<file path="config.mk">
export PLATFORM = sky130hd
export DESIGN_NAME = pgwr_seq
export DESIGN_NICKNAME = d
export VERILOG_FILES = /design/src/rtl/pgwr_pkg.sv /design/src/rtl/pgwr_buf.sv /design/src/rtl/pgwr_timer.sv /design/src/rtl/pgwr_ctrl.sv /design/src/rtl/pgwr_seq.sv
export SDC_FILE = /design/constraint.sdc
export NUM_CORES = 1
export LEC_CHECK = 0
export BUFFER_PORTS_ARGS = -buffer_cell sky130_fd_sc_hd__buf_2
export CORE_AREA = 2 2 174 176
export DETAILED_ROUTE_END_ITERATION = 8
export DIE_AREA = 0 0 176 178
export GPL_TIMING_DRIVEN = 1
export PLACE_DENSITY_LB_ADDON = 0.2
export SYNTH_ARGS = -nofsm -noshare
export SYNTH_HDL_FRONTEND = slang
export SYNTH_SLANG_ARGS = --single-unit
</file>
<file path="constraint.sdc">
create_clock -name clk -period 2.3 [get_ports clk]
set_input_delay 0 -clock clk [delete_from_list [all_inputs] [get_ports clk]]
set_output_delay 0 -clock clk [all_outputs]
set_load 0.01 [all_outputs]
</file>
<file path="src/rtl/pgwr_pkg.sv">
`timescale 1ns/1ps
package pgwr_pkg;
  typedef enum logic [1:0] {
    ST_IDLE = 2'd0,
    ST_ARR  = 2'd1,
    ST_STAT = 2'd2,
    ST_PROG = 2'd3
  } pg_state_e;

  typedef enum logic {
    JOB_ARR  = 1'b0,
    JOB_STAT = 1'b1
  } pg_job_e;
endpackage

</file>
<file path="src/rtl/pgwr_buf.sv">
`timescale 1ns/1ps
// One page of data slots, each with a loaded flag.
module pgwr_buf #(
  parameter int PAGE_BYTES = 16,
  parameter int DATA_W     = 8,
  localparam int OFS_W     = $clog2(PAGE_BYTES)
) (
  input  logic              clk,
  input  logic              rst_n,
  input  logic              clr,
  input  logic              wr_en,
  input  logic [OFS_W-1:0]  wr_ofs,
  input  logic [DATA_W-1:0] wr_data,
  input  logic [OFS_W-1:0]  rd_ofs,
  output logic [DATA_W-1:0] rd_data,
  output logic              rd_valid,
  output logic              any_valid
);
  logic [DATA_W-1:0]     data_q [PAGE_BYTES];
  logic [PAGE_BYTES-1:0] valid_q;
  logic [PAGE_BYTES-1:0] hit;
  logic [PAGE_BYTES-1:0] valid_d;

  genvar g;
  generate
    for (g = 0; g < PAGE_BYTES; g++) begin : g_slot
      assign hit[g] = wr_en && (wr_ofs == OFS_W'(g));
    end
  endgenerate

  // Data slots carry no reset; they are only read when flagged valid.
  always_ff @(posedge clk) begin
    for (int i = 0; i < PAGE_BYTES; i++) begin
      if (hit[i]) data_q[i] <= wr_data;
    end
  end

  always_comb begin
    if (clr) valid_d = '0;
    else     valid_d = valid_q | hit;
  end

  always_ff @(posedge clk or negedge rst_n) begin
    if (!rst_n) valid_q <= '0;
    else        valid_q <= valid_d;
  end

  assign rd_data   = data_q[rd_ofs];
  assign rd_valid  = valid_q[rd_ofs];
  assign any_valid = |valid_q;
endmodule

</file>
<file path="src/rtl/pgwr_timer.sv">
`timescale 1ns/1ps
// Program-cycle counter: runs CYC cycles after start.
module pgwr_timer #(
  parameter int CYC    = 64,
  localparam int CNT_W = $clog2(CYC + 1)
) (
  input  logic             clk,
  input  logic             rst_n,
  input  logic             start,
  output logic [CNT_W-1:0] cnt,
  output logic             last
);
  localparam logic [CNT_W-1:0] END_VAL = CNT_W'(CYC - 1);

  logic             run_q, run_d;
  logic [CNT_W-1:0] cnt_q, cnt_d;
  logic             cnt_en;

  always_comb begin
    run_d  = run_q;
    cnt_d  = cnt_q;
    cnt_en = 1'b0;
    if (start) begin
      run_d  = 1'b1;
      cnt_d  = '0;
      cnt_en = 1'b1;
    end else if (run_q) begin
      cnt_en = 1'b1;
      if (cnt_q == END_VAL) run_d = 1'b0;
      else                  cnt_d = cnt_q + CNT_W'(1);
    end
  end

  always_ff @(posedge clk or negedge rst_n) begin
    if (!rst_n) begin
      run_q <= 1'b0;
      cnt_q <= '0;
    end else begin
      run_q <= run_d;
      if (cnt_en) cnt_q <= cnt_d;
    end
  end

  assign cnt  = cnt_q;
  assign last = run_q && (cnt_q == END_VAL);
endmodule

</file>
<file path="src/rtl/pgwr_ctrl.sv">
`timescale 1ns/1ps
// Command sequencer: write latch, load pointer, protect, status bits.
module pgwr_ctrl
  import pgwr_pkg::*;
#(
  parameter int ADDR_W     = 9,
  parameter int PAGE_BYTES = 16,
  localparam int OFS_W     = $clog2(PAGE_BYTES),
  localparam int PG_W      = ADDR_W - OFS_W
) (
  input  logic              clk,
  input  logic              rst_n,
  input  logic              wren_stb,
  input  logic              addr_stb,
  input  logic [ADDR_W-1:0] addr_in,
  input  logic              byte_stb,
  input  logic              sr_stb,
  input  logic [1:0]        sr_bits,
  input  logic              cs_rise,
  input  logic              wp_n,
  input  logic              any_valid,
  input  logic              tmr_last,
  output pg_state_e         state,
  output pg_job_e           job,
  output logic [PG_W-1:0]   page,
  output logic              wel,
  output logic [1:0]        prot,
  output logic              buf_clr,
  output logic              buf_wr,
  output logic [OFS_W-1:0]  buf_ofs,
  output logic              tmr_start
);
  pg_state_e        st_q, st_d;
  pg_job_e          job_q, job_d;
  logic [PG_W-1:0]  page_q, page_d;
  logic [OFS_W-1:0] ofs_q, ofs_d;
  logic             wel_q, wel_d;
  logic [1:0]       stage_q, stage_d;
  logic [1:0]       prot_q, prot_d;
  logic             cmd_ok;

  assign cmd_ok = wel_q && wp_n;

  always_comb begin
    st_d      = st_q;
    job_d     = job_q;
    page_d    = page_q;
    ofs_d     = ofs_q;
    wel_d     = wel_q;
    stage_d   = stage_q;
    prot_d    = prot_q;
    buf_clr   = 1'b0;
    buf_wr    = 1'b0;
    tmr_start = 1'b0;
    unique case (st_q)
      ST_IDLE: begin
        if (wren_stb) wel_d = 1'b1;
        if (addr_stb && cmd_ok) begin
          st_d    = ST_ARR;
          job_d   = JOB_ARR;
          page_d  = addr_in[ADDR_W-1:OFS_W];
          ofs_d   = addr_in[OFS_W-1:0];
          buf_clr = 1'b1;
        end else if (sr_stb && cmd_ok) begin
          st_d    = ST_STAT;
          job_d   = JOB_STAT;
          stage_d = sr_bits;
        end
      end
      ST_ARR: begin
        if (!wp_n) begin
          st_d    = ST_IDLE;
          buf_clr = 1'b1;
        end else if (cs_rise) begin
          if (any_valid) begin
            st_d      = ST_PROG;
            tmr_start = 1'b1;
          end else begin
            st_d = ST_IDLE;
          end
        end else if (byte_stb) begin
          buf_wr = 1'b1;
          ofs_d  = ofs_q + OFS_W'(1);
        end
      end
      ST_STAT: begin
        if (!wp_n) begin
          st_d = ST_IDLE;
        end else if (cs_rise) begin
          st_d      = ST_PROG;
          tmr_start = 1'b1;
        end
      end
      ST_PROG: begin
        if (tmr_last) begin
          st_d    = ST_IDLE;
          wel_d   = 1'b0;
          buf_clr = 1'b1;
          if (job_q == JOB_STAT) prot_d = stage_q;
        end
      end
      default: st_d = ST_IDLE;
    endcase
  end

  always_ff @(posedge clk or negedge rst_n) begin
    if (!rst_n) begin
      st_q    <= ST_IDLE;
      job_q   <= JOB_ARR;
      page_q  <= '0;
      ofs_q   <= '0;
      wel_q   <= 1'b0;
      stage_q <= '0;
      prot_q  <= '0;
    end else begin
      st_q    <= st_d;
      job_q   <= job_d;
      page_q  <= page_d;
      ofs_q   <= ofs_d;
      wel_q   <= wel_d;
      stage_q <= stage_d;
      prot_q  <= prot_d;
    end
  end

  assign state   = st_q;
  assign job     = job_q;
  assign page    = page_q;
  assign wel     = wel_q;
  assign prot    = prot_q;
  assign buf_ofs = ofs_q;
endmodule

</file>
<file path="src/rtl/pgwr_seq.sv">
`timescale 1ns/1ps
// Top: page write buffer and program sequencer.
module pgwr_seq
  import pgwr_pkg::*;
#(
  parameter int ADDR_W     = 9,
  parameter int PAGE_BYTES = 16,
  parameter int PROG_CYC   = 1000   // must be >= PAGE_BYTES
) (
  input  logic              clk,
  input  logic              rst_n,
  input  logic              wren_stb,
  input  logic              addr_stb,
  input  logic [ADDR_W-1:0] addr_in,
  input  logic              byte_stb,
  input  logic [7:0]        byte_in,
  input  logic              sr_stb,
  input  logic [7:0]        sr_in,
  input  logic              cs_rise,
  input  logic              wp_n,
  output logic              busy,
  output logic              wel,
  output logic [1:0]        prot,
  output logic              arr_we,
  output logic [ADDR_W-1:0] arr_addr,
  output logic [7:0]        arr_wdata
);
  localparam int OFS_W = $clog2(PAGE_BYTES);
  localparam int PG_W  = ADDR_W - OFS_W;
  localparam int CNT_W = $clog2(PROG_CYC + 1);
  localparam logic [CNT_W-1:0] SWEEP_END = CNT_W'(PAGE_BYTES);

  // Asynchronous assertion, synchronous release.
  logic [1:0] rst_sync_q;
  logic       rst_int_n;
  always_ff @(posedge clk or negedge rst_n) begin
    if (!rst_n) rst_sync_q <= 2'b00;
    else        rst_sync_q <= {rst_sync_q[0], 1'b1};
  end
  assign rst_int_n = rst_sync_q[1];

  logic unused_sr_bits;
  assign unused_sr_bits = ^{sr_in[7:4], sr_in[1:0]};

  pg_state_e        state;
  pg_job_e          job;
  logic [PG_W-1:0]  page;
  logic             buf_clr, buf_wr, tmr_start, tmr_last, any_valid;
  logic [OFS_W-1:0] buf_ofs, rd_ofs;
  logic [7:0]       rd_data;
  logic             rd_valid;
  logic [CNT_W-1:0] tcnt;

  pgwr_ctrl #(.ADDR_W(ADDR_W), .PAGE_BYTES(PAGE_BYTES)) u_ctrl (
    .clk       (clk),
    .rst_n     (rst_int_n),
    .wren_stb  (wren_stb),
    .addr_stb  (addr_stb),
    .addr_in   (addr_in),
    .byte_stb  (byte_stb),
    .sr_stb    (sr_stb),
    .sr_bits   (sr_in[3:2]),
    .cs_rise   (cs_rise),
    .wp_n      (wp_n),
    .any_valid (any_valid),
    .tmr_last  (tmr_last),
    .state     (state),
    .job       (job),
    .page      (page),
    .wel       (wel),
    .prot      (prot),
    .buf_clr   (buf_clr),
    .buf_wr    (buf_wr),
    .buf_ofs   (buf_ofs),
    .tmr_start (tmr_start)
  );

  pgwr_buf #(.PAGE_BYTES(PAGE_BYTES), .DATA_W(8)) u_buf (
    .clk       (clk),
    .rst_n     (rst_int_n),
    .clr       (buf_clr),
    .wr_en     (buf_wr),
    .wr_ofs    (buf_ofs),
    .wr_data   (byte_in),
    .rd_ofs    (rd_ofs),
    .rd_data   (rd_data),
    .rd_valid  (rd_valid),
    .any_valid (any_valid)
  );

  pgwr_timer #(.CYC(PROG_CYC)) u_tmr (
    .clk   (clk),
    .rst_n (rst_int_n),
    .start (tmr_start),
    .cnt   (tcnt),
    .last  (tmr_last)
  );

  // The first PAGE_BYTES cycles of the program cycle sweep the page.
  assign busy      = (state == ST_PROG);
  assign rd_ofs    = tcnt[OFS_W-1:0];
  assign arr_we    = busy && (job == JOB_ARR) && (tcnt < SWEEP_END) && rd_valid;
  assign arr_addr  = {page, rd_ofs};
  assign arr_wdata = rd_data;
endmodule

</file>
---- Word level (Yosys, flattened, before mapping) ----
Memories as Yosys holds them, arrays and structs flattened.
Index checks and enable logic that the tools add are counted.
storage, ports and cells
  logic and storage cells ................. 222
  ROM bits ................................ 0
  bits of input ports ..................... 33
  bits in writable memories ............... 128
  latch bits .............................. 0
  flip-flop bits (word level) ............. 46
  memories kept ........................... 1
  output and inout bits ................... 22
operators by class
  shift operators ......................... 0
  bitwise gates (word level) .............. 3
  multipliers ............................. 0
  mux-type cells .......................... 121
  reductions and logical operators ........ 53
  divide/modulo/power cells ............... 0
  eq/ne operators ......................... 29
  magnitude comparators ................... 2
  add/sub/neg operators ................... 2
memory list
  memory        depth  bits a word  read ports  clocked after memory_dff  write ports  line            source
  u_buf.data_q  16     8            1           0                         1            pgwr_buf.sv:19  logic [DATA_W-1:0] data_q [PAGE_BYTES];
operator list
  kind                                                                   number
  8-bit two-way mux                                                      15
  8-bit OR reduction                                                     15
  4-bit two-way mux                                                      19
  1-bit two-way mux                                                      69
  4-bit equality test, second input constant                             8
  10-bit two-way mux                                                     3
  1-bit logical AND                                                      23
  4-bit by 3-bit equality test with 1-bit output, second input constant  4
  16-bit two-way mux                                                     1
  2-bit two-way mux                                                      8
  16-bit OR                                                              1
  16-bit OR reduction                                                    1
  3-bit AND reduction                                                    4
  10-bit by 1-bit adder with 10-bit output, second input constant        1
  10-bit equality test, second input constant                            1
  10-bit by 5-bit < comparator with 1-bit output, second input constant  1
  2-bit != test, second input constant                                   5
  4-bit by 2-bit equality test with 1-bit output, second input constant  2
  2-bit one-hot mux with 4 select lines                                  1
  4-bit one-hot mux with 2 select lines                                  1
  2-bit nonzero test                                                     4
  3-bit != test, second input constant                                   2
  4-bit by 5-bit < comparator with 1-bit output, second input constant   1
  5-bit AND reduction                                                    1
  14 further kinds                                                       19

---- Logic depth before layout (Yosys ltp) ----
Gate-level depths: netlist of the first run.
  depth after elaboration ................. 23
  mapped depth ............................ 7
  gate-level depth less buffers ........... 6

---- Hierarchy ----
Synthesis of the first run repeated with hierarchy kept, for this count alone.
second synthesis, totals
  cell total of the unflattened synthesis .. 437
  area total of the unflattened synthesis .. 7357.1 sq um
modules (own cells, without submodules)
  module      sequential area each (sq um)  instances  area an instance (sq um)  cells each
  pgwr_buf    4244.1                        1          5754.3                    293
  pgwr_ctrl   425.4                         1          948.4                     83
  pgwr_timer  275.3                         1          566.8                     54
  pgwr_seq    50.0                          1          87.6                      7

---- Least setup slack after synthesis of the first run ----
OpenSTA, ideal clock, no wires.
  path type ............................... register to register
  start ................................... register u_ctrl.st_q[1] (netlist: u_ctrl.state[1])
  end ..................................... memory u_buf.data_q[2][0], enable pin
  cell stages (with the launch flop) ...... 7
  arrival ................................. 1.766 ns
  data required time ...................... 1.917 ns
  slack ................................... 0.150 ns
  setup time .............................. 0.383 ns
  clock period less this slack ............ 2.150 ns
  path buffers ............................ 1
  cell sequence ........................... dfrtp_1 inv_1 ha_1 and4b_1 clkbuf_1 nand2_1 nor3_1
on the way
  elaborated cells on any way between the ends .. 95
  those cells by class .................... eq/ne: 1; mux: 63; reduce/logical: 31
RTL lines
  what                                                                            line              source
  from (decl)                                                                     pgwr_ctrl.sv:33   pg_state_e st_q, st_d;
  from (signal assigned)                                                          pgwr_ctrl.sv:116  st_q <= st_d;
  2-bit by 1-bit equality test with 1-bit output *                                pgwr_ctrl.sv:55   unique case (st_q)
  1-bit two-way mux *                                                             pgwr_ctrl.sv:55
  1-bit logical AND *                                                             pgwr_buf.sv:27    assign hit[g] = wr_en && (wr_ofs == OFS_W'(g));
  via u_buf.hit[2]                                                                pgwr_buf.sv:21    logic [PAGE_BYTES-1:0] hit;
  1-bit two-way mux *                                                             pgwr_buf.sv:34    if (hit[i]) data_q[i] <= wr_data;
  1-bit two-way mux (not written as such) *                                       pgwr_buf.sv:34
  8-bit OR reduction (no line)                                                    --
  4-bit two-way mux (no line) or 1-bit two-way mux (tied branches) (14 in a row)  --
  to (decl)                                                                       pgwr_buf.sv:19
The timed path passes the listed nets; every way through them passes the cells marked *.

---- Final worst setup path of the first run ----
  start ................................... register u_tmr.cnt_q[0] (netlist: u_tmr.cnt[0])
  end ..................................... output arr_wdata[6]
on the way
  word-level cells in the longest chain between the ends .. 1
RTL lines
  what                    line              source
  from (decl)             pgwr_timer.sv:16  logic [CNT_W-1:0] cnt_q, cnt_d;
  from (signal assigned)  pgwr_timer.sv:40  if (cnt_en) cnt_q <= cnt_d;
  memory read 16 x 8 bit  --
  to (decl)               pgwr_seq.sv:26    output logic [7:0] arr_wdata
Every way passes these cells.

==> results of run 1 <==
cell families after synthesis:
family                     count (synthesis)  share of synthesized area
adders and majority gates                  9                     0.0154
and+or+nand+nor                          107                     0.0748
DFF                                      174                      0.684
other                                      1                   0.000513
muxes                                     60                      0.158
buffers and inverters                     31                     0.0224
AOI/OAI and AO/OA                         41                     0.0372
xor gates and xnor gates                   7                    0.00839
what timing repair did:
item,in CTS,in global routing
hold buffers,26,0
setup endpoints to repair,9,27
hold endpoints to repair,143,0
cloned,2,0
gates resized for setup,9,7
pin swaps,0,1
buffers inserted,3,1
path summary, 6_finish.rpt:
check / startpoint / endpoint / slack [ns]
worst min-delay path: cs_rise / u_ctrl.state[0] / 0.09
worst min register to register: rst_sync_q[1] / u_buf.valid_q[9] / 0.24
worst max-delay path: u_tmr.cnt[0] / arr_wdata[6] / 0.004
worst max register to register: u_ctrl.state[1] / u_ctrl.stage_q[1] / 0.17
min in group asynchronous: rst_sync_q[1] / u_buf.valid_q[9] / 0.24
max in group asynchronous: rst_sync_q[1] / u_ctrl.wel / 1.55
cell usage in the layout, fill, tap and decap left out, types with 2 or more instances in the layout:
cell type / count
a21oi_1: 19
a31oi_1: 6
and2_1: 6
buf_12: 6
buf_16: 2
buf_2: 41
buf_4: 23
buf_6: 7
bufinv_16: 3
clkbuf_16: 17
clkinv_2: 3
clkinv_4: 2
dfrtp_1: 44
dfrtp_2: 2
dlygate4sd3_1: 26
edfxtp_1: 128
ha_1: 8
inv_1: 7
inv_6: 4
mux2_2: 10
mux2i_1: 7
mux4_2: 43
nand2_1: 9
nand2b_1: 4
nand3_1: 8
nand4_1: 7
nor2_1: 47
nor2b_1: 3
nor3_1: 8
nor3b_1: 2
nor4_1: 6
o21ai_0: 4
o31ai_1: 2
or3_1: 2
xnor2_1: 5
xor2_1: 2
final cells by class:
cell class	instances	area [µm²]	area share
Sequential cell	174	5000	0.545
Antenna cell	1	2.50	0.000273
Inverter	7	26.3	0.00287
Clock buffer	17	425	0.0464
Multi-Input combinational cell	225	2160	0.235
Tap cell	390	488	0.0532
Clock inverter	15	180	0.0197
Timing Repair Buffer	105	892	0.0973
state kept, by name, indices dropped and copies added (netlist names):
name	flops
u_ctrl.state	2
u_ctrl.page	5
u_ctrl.job	1
u_tmr.run_q	1
u_ctrl.wel	1
u_ctrl.prot	2
u_buf.data_q	128
u_ctrl.stage_q	2
u_ctrl.buf_ofs	4
u_buf.valid_q	16
u_tmr.cnt	10
rst_sync_q	2
power by group:
part           internal [W]  leakage [nW]  total [W]  switching (W)
clock network       0.00172         0.298    0.00296        0.00124
logic               0.00180          1.25    0.00340        0.00160
registers           0.00360          1.73    0.00387       0.000264
worst max-delay path: cells and delay by family (launching register included):
family                 cells  cell delay, ns
buffers and inverters      3            0.43
flip-flops                 1            0.45
multiplexers               2            1.00
per-layer routing:
metal  routed length [µm]  share of wire
met4                  158         0.0093
met1                 7790           0.46
met5                    0              0
met3                  510          0.030
met2                 8540           0.50
stage by stage:
stage	utilization	setup WS [ns]	setup TNS (ns)	total power [W]
2_1_floorplan	-	0.150	0	0.00602
3_3_place_gp	0.276	0.300	0	0.00687
3_5_place_dp	0.276	0.270	0	0.00692
4_1_cts	0.310	-0.0336	-0.128	0.0103
5_1_grt	0.312	-0.0831	-0.471	0.0108
6_report	0.312	0.00442	0	0.0102
==> impl_metrics.yaml, run 1 <==
run_status:
  status: "finished clean"
critical_path:
  critPathKind: "flop to output port"
  cp_slowest_cell: "mux4_2"
  cp_max_fo: 7
  crit_required_ns: 2.30
  cp_cell_sequence: "buf_12, buf_16, mux4_2, mux4_2, buf_6"
  cp-end-kind: "output port"
  max_stage_delay_ns: 0.51
  cp_common_cell: "mux4_2"
  reg2reg_depth: 6
  arrival_ns: 2.30
  cp-start-kind: "flop"
global_routing:
  grt.total_usage: 0.115
  grt.overflow.total: 0
  use_met3: 0.0237
  antenna_found_initial: 1
  grt_pass1_wl_mm: 26.4
  busiest_layer: "met2"
  grt_max_degree: 41
  grt.met2_usage: 0.195
  first_global_vias: 4334
  use_met1: 0.148
logic_synthesis:
  yosysSeqAreaShare: 0.684
  yosysTopAreaCellShare: 0.526
  yosysUniqueCellTypes: 45
  synthesis.nets: 472
  ys_async_sr_fraction: 0.264
  synthCells: 430
  ys_warn_count: 0
  synth_flop_cell: "edfxtp_1"
  synth.avg_cell_area_um2: 17.0
  yosysMostFrequentCell: "edfxtp_1"
  syn_area_mm2: 0.00731
  ys_ff_latch: 174
  yosys.area.top_type: "edfxtp_1"
  synth_commonest_cells: "edfxtp_1, nor2_1, dfrtp_1, mux4_2, a21oi_1"
  synth_area_leaders: "edfxtp_1, dfrtp_1, mux4_2, nor2_1, ha_1"
  synth-edff-count: 128
sta:
  finClkSkew_ns: 0.00681
  setup_violations: 0
  worstMarginPinSlew_ns: 0.569
  hold_ws_ns: 0.0875
  rsz0062_at_grt: "yes"
  drv_slew: 0
  maxSlewHeadroom: 0.621
  final_hold_viol_count: 0
  fin_crit_ns: 2.30
  period_share: 0.998
  max_freq_mhz: 436
placed_design:
  placedCellCount: 869
  place_congestion: 0.733
  postPlaceCellArea_mm2: 0.00812
  portBuffers: 48
  post-dp-hpwl_mm: 10.7
detailed_routing:
  drc: 0
  ant_nets: 0
  wl_mm: 17.0
  wl_per_cell_um: 18.2
  dr.pass1.iters: 4
  vias: 4122
  via_per_inst: 4.41
  drtIter0Drc: 246
floorplan:
  num_rows: 63
  core_area_mm2: 0.0294
  fp.dieW_um: 176
  die_area_mm2: 0.0313
  initial_utilization: 0.248
  die_y_um: 178
  ios: 55
power_and_ir_drop:
  cellLeakagePower_nw: 3.28
  vdd_drop_max_mv: 0.488
  powerDensity_mw_per_mm2: 1120
cts:
  cts_tree: "yes"
  clkLatencyLatePin_ns: 0.42
  cts_buffer_depth: 2
  clock_sinks: 174
  cts_made_buffers: 17
  clkSlewWorstSetupHoldPaths_ns: 0.06
  htree_levels: 4
  cts-root-buf: "clkbuf_16"
cells_and_area:
  nFillCells: 2852
  areaGrowthSynthToFinish_pct: 25.5
  stdcell_count: 934
  fin_nets: 572
  fin_area_mm2: 0.00917
  drive_gt1_frac: 0.317
hold_path:
  min_path_type: "primary input to flop"
  hold_depth: 4
run:
  drv_cap: 0
Note: power is estimated with default switching activity, not from simulation.
==> run 2, diff against run 1 <==
--- a/config.mk
+++ b/config.mk
@@ -10,6 +10,7 @@
 export DETAILED_ROUTE_END_ITERATION = 8
 export DIE_AREA = 0 0 176 178
 export GPL_TIMING_DRIVEN = 1
+export HOLD_SLACK_MARGIN = 0.12
 export PLACE_DENSITY_LB_ADDON = 0.2
 export SYNTH_ARGS = -nofsm -noshare
 export SYNTH_HDL_FRONTEND = slang
==> impl_metrics.yaml, run 2 (synthesized netlist as in run 1, its figures left out) <==
detailed_routing:
  wl_mm: 17.0
  ant_nets: 0
  wl_per_cell_um: 18.1
  vias: 4141
  drtIter0Drc: 252
  drc: 0
  via_per_inst: 4.42
  dr.pass1.iters: 4
placed_design:
  portBuffers: 48
  post-dp-hpwl_mm: 10.7
  dpl_worst_slack_ns: 0.270
  placedCellCount: 869
  place_congestion: 0.733
sta:
  period_share: 0.997
  maxSlewHeadroom: 0.622
  setup_violations: 0
  final_hold_viol_count: 0
  worstMarginPinSlew_ns: 0.567
  drv_slew: 0
  setup_tns_ns: 0
  max_freq_mhz: 436
  finClkSkew_ns: 0.00602
  fin_ws_ns: 0.00595
  fin_crit_ns: 2.29
  rsz0062_at_grt: "yes"
critical_path:
  cp_slowest_cell: "mux4_2"
  max_stage_delay_ns: 0.51
  cp_max_fo: 7
  crit_required_ns: 2.30
  critPathKind: "flop to output port"
  cp_cell_sequence: "buf_12, buf_16, mux4_2, mux4_2, buf_6"
  reg2reg_depth: 6
  path_depth: 5
  path_buf_inv: 3
  r2r-start: "u_ctrl.state[0]"
  endpoint: "arr_wdata[6]"
  startpoint: "u_tmr.cnt[0]"
  r2r_slack_ns: 0.17
  cp-end-kind: "output port"
  cp-start-kind: "flop"
  crit_family: "multiplexers"
  cp_common_cell: "mux4_2"
  arrival_ns: 2.29
  rr_endpoint: "u_ctrl.stage_q[1]"
cts:
  clkLatencyLatePin_ns: 0.42
  htree_levels: 4
  cts_made_buffers: 17
  cts-root-buf: "clkbuf_16"
  clkSlewWorstSetupHoldPaths_ns: 0.07
  cts_buffer_depth: 2
  clock_sinks: 174
  cts_tree: "yes"
floorplan:
  die_area_mm2: 0.0313
  initial_utilization: 0.248
  num_rows: 63
  fp.dieW_um: 176
  ios: 55
  core_area_mm2: 0.0294
  die_y_um: 178
run:
  drv_cap: 0
power_and_ir_drop:
  powerDensity_mw_per_mm2: 1110
  fin_total_pwr_w: 0.0102
  cellLeakagePower_nw: 3.30
  vdd_drop_max_mv: 0.485
cells_and_area:
  areaGrowthSynthToFinish_pct: 25.9
  top_register: "u_buf.data_q"
  stdcell_count: 937
  nFillCells: 2849
  fin_util: 0.313
  largest_register_ffs: 128
  layout_common_cells: "edfxtp_1, nor2_1, dfrtp_1"
  final_common_cell: "edfxtp_1"
  drive_gt1_frac: 0.315
  fin_nets: 575
global_routing:
  grt.total_usage: 0.115
  grt_pass1_wl_mm: 26.4
  first_global_vias: 4338
  antenna_found_initial: 1
  grt.overflow.total: 0
  grt_max_degree: 41
hold_path:
  min_path_type: "flop to async pin"
run_status:
  status: "finished clean"
run 2: metal layers:
| layer | global-route usage | part of all wire | vias to the layer above |
|---|---|---|---|
| met5 | 0 | 0 | - |
| met1 | 0.149 | 0.45 | 2170 |
| met2 | 0.195 | 0.50 | 78 |
| li1 | - | - | 1887 |
| met4 | 0.0382 | 0.0078 | 0 |
| met3 | 0.0237 | 0.033 | 6 |
run 2: how the worst min path moves through the flow:
stage / start / to / slack (ns) / cells past startpoint
2_1_floorplan: rst_n / rst_sync_q[0] / -0.30 / 0
3_3_place_gp: rst_n / rst_sync_q[0] / -0.21 / 1
3_5_place_dp: rst_n / rst_sync_q[0] / -0.21 / 1
4_1_cts: rst_sync_q[1] / u_buf.valid_q[3] / 0.26 / 0
5_1_grt: rst_sync_q[1] / u_buf.valid_q[9] / 0.28 / 0
6_report: rst_sync_q[1] / u_buf.valid_q[0] / 0.24 / 0
run 2: what timing repair did:
item                                    CTS  global route
setup buffers                             3             1
endpoints found under the setup margin    9            27
gates cloned                              2             0
hold endpoints to repair                145             0
hold buffers                             29             0
pin swaps                                 0             1
resized for setup                         9             7
run 2: power by group:
group / total [W] / leakage, nW / switching, W / internal [W]
sequential: 0.00387 / 1.73 / 0.000264 / 0.00360
clock: 0.00296 / 0.298 / 0.00124 / 0.00172
combinational: 0.00340 / 1.27 / 0.00160 / 0.00180
total: 0.0102 / 3.30 / 0.00310 / 0.00713
run 2: cell type report:
| type | count | area [µm²] | share of cell area |
|---|---|---|---|
| Antenna cell | 1 | 2.50 | 0.000272 |
| Inverter | 7 | 26.3 | 0.00286 |
| Clock buffer | 17 | 425 | 0.0463 |
| Multi-Input combinational cell | 225 | 2160 | 0.234 |
| Sequential cell | 174 | 5000 | 0.543 |
| Tap cell | 390 | 488 | 0.0531 |
| Clock inverter | 15 | 180 | 0.0196 |
| Timing Repair Buffer | 108 | 922 | 0.100 |
run 2: stage by stage:
stage / instance area, µm² / hold slack, ns
4_1_cts: 9150 / 0.262
2_1_floorplan: 7310 / -0.296
3_3_place_gp: 8120 / -0.212
5_1_grt: 9200 / 0.281
3_5_place_dp: 8120 / -0.214
6_report: 9200 / 0.240
==> run 3, diff against run 2 <==
--- a/config.mk
+++ b/config.mk
@@ -5,10 +5,11 @@
 export SDC_FILE = /design/constraint.sdc
 export NUM_CORES = 1
 export LEC_CHECK = 0
+export ABC_AREA = 1
 export BUFFER_PORTS_ARGS = -buffer_cell sky130_fd_sc_hd__buf_2
-export CORE_AREA = 2 2 174 176
+export CORE_AREA = 2 2 181 183
 export DETAILED_ROUTE_END_ITERATION = 8
-export DIE_AREA = 0 0 176 178
+export DIE_AREA = 0 0 183 185
 export GPL_TIMING_DRIVEN = 1
 export HOLD_SLACK_MARGIN = 0.12
 export PLACE_DENSITY_LB_ADDON = 0.2
==> impl_metrics.yaml, run 3 <==
run_status:
  status: "finished clean"
power_and_ir_drop:
  power_switching_w: 0.00401
  vdd_drop_max_mv: 0.497
  power_frac_clock: 0.261
  powerDensity_mw_per_mm2: 1080
  p_sw_frac: 0.385
  p_seq_frac: 0.365
  combPwrFrac: 0.374
  p_int_w: 0.00640
  cellLeakagePower_nw: 3.70
cells_and_area:
  fin_nets: 893
  final_common_cell: "edfxtp_1"
  largest_register_ffs: 128
  fin_area_mm2: 0.00960
  n_antenna_cell: 0
  drive_gt1_frac: 0.170
  layout_common_cells: "edfxtp_1, nand2_1, nor2_1"
  top_register: "u_buf.data_q"
  areaGrowthSynthToFinish_pct: 22.5
logic_synthesis:
  ys_async_sr_fraction: 0.264
  yosysMostFrequentCell: "edfxtp_1"
  synth_commonest_cells: "edfxtp_1, nand2_1, nor2_1, o21ai_0, nand3_1"
  ys_ff_latch: 174
  yosysTopAreaCellShare: 0.490
  synth_compound_area_frac: 0.118
  synthSimpleGateAreaFrac: 0.172
  synth_fa_ha_area_frac: 0.0144
  yosys.area.top_type: "edfxtp_1"
  synth.avg_cell_area_um2: 10.5
  synthesis.nets: 792
  synth_area_leaders: "edfxtp_1, dfrtp_1, nand2_1, nor2_1, o21ai_0"
  synthCells: 750
  yosysSeqAreaShare: 0.637
  syn_area_mm2: 0.00784
  yosysUniqueCellTypes: 33
  synth_top_family_by_area: "simple AND/OR/NAND/NOR gates"
  synth_mux_area_frac: 0
  synth-edff-count: 128
  synth_flop_cell: "edfxtp_1"
  synth_xor_area_frac: 0.00223
  ys_warn_count: 0
critical_path:
  cp-start-kind: "flop"
  crit_required_ns: 2.67
  arrival_ns: 2.55
  critPathKind: "flop to flop"
  cp-end-kind: "flop"
  r2r_slack_ns: 0.12
  cp_max_fo: 6
sta:
  worstMarginPinSlew_ns: 0.582
  maxSlewHeadroom: 0.612
  rsz0062_at_grt: "no"
  finClkSkew_ns: 0.0117
  period_share: 0.949
  fin_ws_ns: 0.117
  setup_tns_ns: 0
  drv_slew: 0
  setup_violations: 0
  fin_crit_ns: 2.18
  max_freq_mhz: 458
  final_hold_viol_count: 0
global_routing:
  grt_max_degree: 57
  grt.total_usage: 0.126
  antenna_found_initial: 0
  first_global_vias: 5379
  grt_pass1_wl_mm: 31.9
  grt.overflow.total: 0
cts:
  cts-root-buf: "clkbuf_16"
  cts_buffer_depth: 2
  clkSlewWorstSetupHoldPaths_ns: 0.06
  cts_made_buffers: 17
  clkLatencyLatePin_ns: 0.43
  htree_levels: 4
  clock_sinks: 174
  cts_tree: "yes"
detailed_routing:
  wl_mm: 20.5
  dr.pass1.iters: 4
  via_per_inst: 4.35
  wl_per_cell_um: 16.1
  ant_nets: 0
  drc: 0
  drtIter0Drc: 362
  vias: 5524
run:
  drv_cap: 0
placed_design:
  portBuffers: 48
  dpl_worst_slack_ns: 0.259
  postPlaceCellArea_mm2: 0.00865
  place_congestion: 0.737
  post-dp-hpwl_mm: 13.1
hold_path:
  min_path_type: "primary input to flop"
floorplan:
  ios: 55
  die_area_mm2: 0.0339
  die_y_um: 185
  initial_utilization: 0.245
  num_rows: 66
  core_area_mm2: 0.0320
  fp.dieW_um: 183
[run 3: cell types whose count changed after synthesis, moves of 43 or more]
cell	previous run	this run
inv_1	7	51
mux4_2	43	0
nand2_1	9	114
nand3_1	8	54
nor2_1	47	111
o21ai_0	4	71
[run 3: final timing paths]
path                       cells past startpoint              end       startpoint
hold / removal                                 7  u_ctrl.state[0]             wp_n
setup reg to reg                               8  u_ctrl.state[1]  u_ctrl.state[0]
setup / recovery                               8  u_ctrl.state[1]  u_ctrl.state[0]
hold reg to reg                                0   u_ctrl.page[2]    rst_sync_q[1]
max in group asynchronous                      1     u_tmr.cnt[0]    rst_sync_q[1]
min in group asynchronous                      0   u_ctrl.page[2]    rst_sync_q[1]
[run 3: cell type report]
cell class	instances	area, µm²
clock buffer	18	429
timing repair buffer	120	920
multi-input combinational	480	2410
clock inverter	13	116
inverter	58	218
fill	3363	22400
tap	408	510
sequential	174	5000
[run 3: routing by layer]
layer / up-vias / track usage / routed length [µm]
li1: 2775 / - / -
met1: 2670 / 0.174 / 10200
met2: 66 / 0.200 / 9560
met3: 13 / 0.0212 / 472
met4: 0 / 0.0400 / 231
met5: - / 0 / 0
[run 3: what timing repair did]
action                                 in CTS  in global routing
endpoints found under the hold margin     150                  0
gates resized for setup                     0                  4
setup endpoints to repair                   1                  5
pin swaps                                   0                  0
buffers inserted                            1                  0
hold buffers                               39                  0
[run 3: critical path, cell delays in order (launching register included)]
cell           delay [ns]
dfrtp_1              0.41
inv_1                0.09
ha_2                 0.24
nand2_1              0.08
dlygate4sd3_1        0.57
nand2_1              0.07
dlygate4sd3_1        0.54
nand2_1              0.05
nand2_1              0.06
[run 3: power by group through the flow]
stage | clock, W | combinational, W | sequential (W)
2_1_floorplan | 0 | 0.00254 | 0.00382
3_3_place_gp | 0 | 0.00380 | 0.00389
3_5_place_dp | 0 | 0.00380 | 0.00389
4_1_cts | 0.00280 | 0.00395 | 0.00380
5_1_grt | 0.00292 | 0.00438 | 0.00384
6_report | 0.00272 | 0.00389 | 0.00380
[run 3: per-stage QoR]
stage / total power [W] / utilization / hold slack, ns / instances
floorplan: 0.00636 / - / -0.296 / 750
global placement: 0.00769 / 0.270 / -0.210 / 1200
detailed placement: 0.00769 / 0.270 / -0.208 / 1200
CTS: 0.0105 / 0.299 / 0.122 / 1271
global route: 0.0111 / 0.300 / 0.196 / 1271
finish: 0.0104 / 0.300 / 0.144 / 1271
[run 3: cells by family (layout without fill, tap and decap cells)]
| kind of cell | after synthesis | after routing |
|---|---|---|
| AOI/OAI and AO/OA | 159 | 159 |
| xor gates and xnor gates | 2 | 2 |
| adders and majority gates | 9 | 9 |
| buffers and inverters | 96 | 209 |
| DFF | 174 | 174 |
| other | 1 | 1 |
| and+or+nand+nor | 309 | 309 |
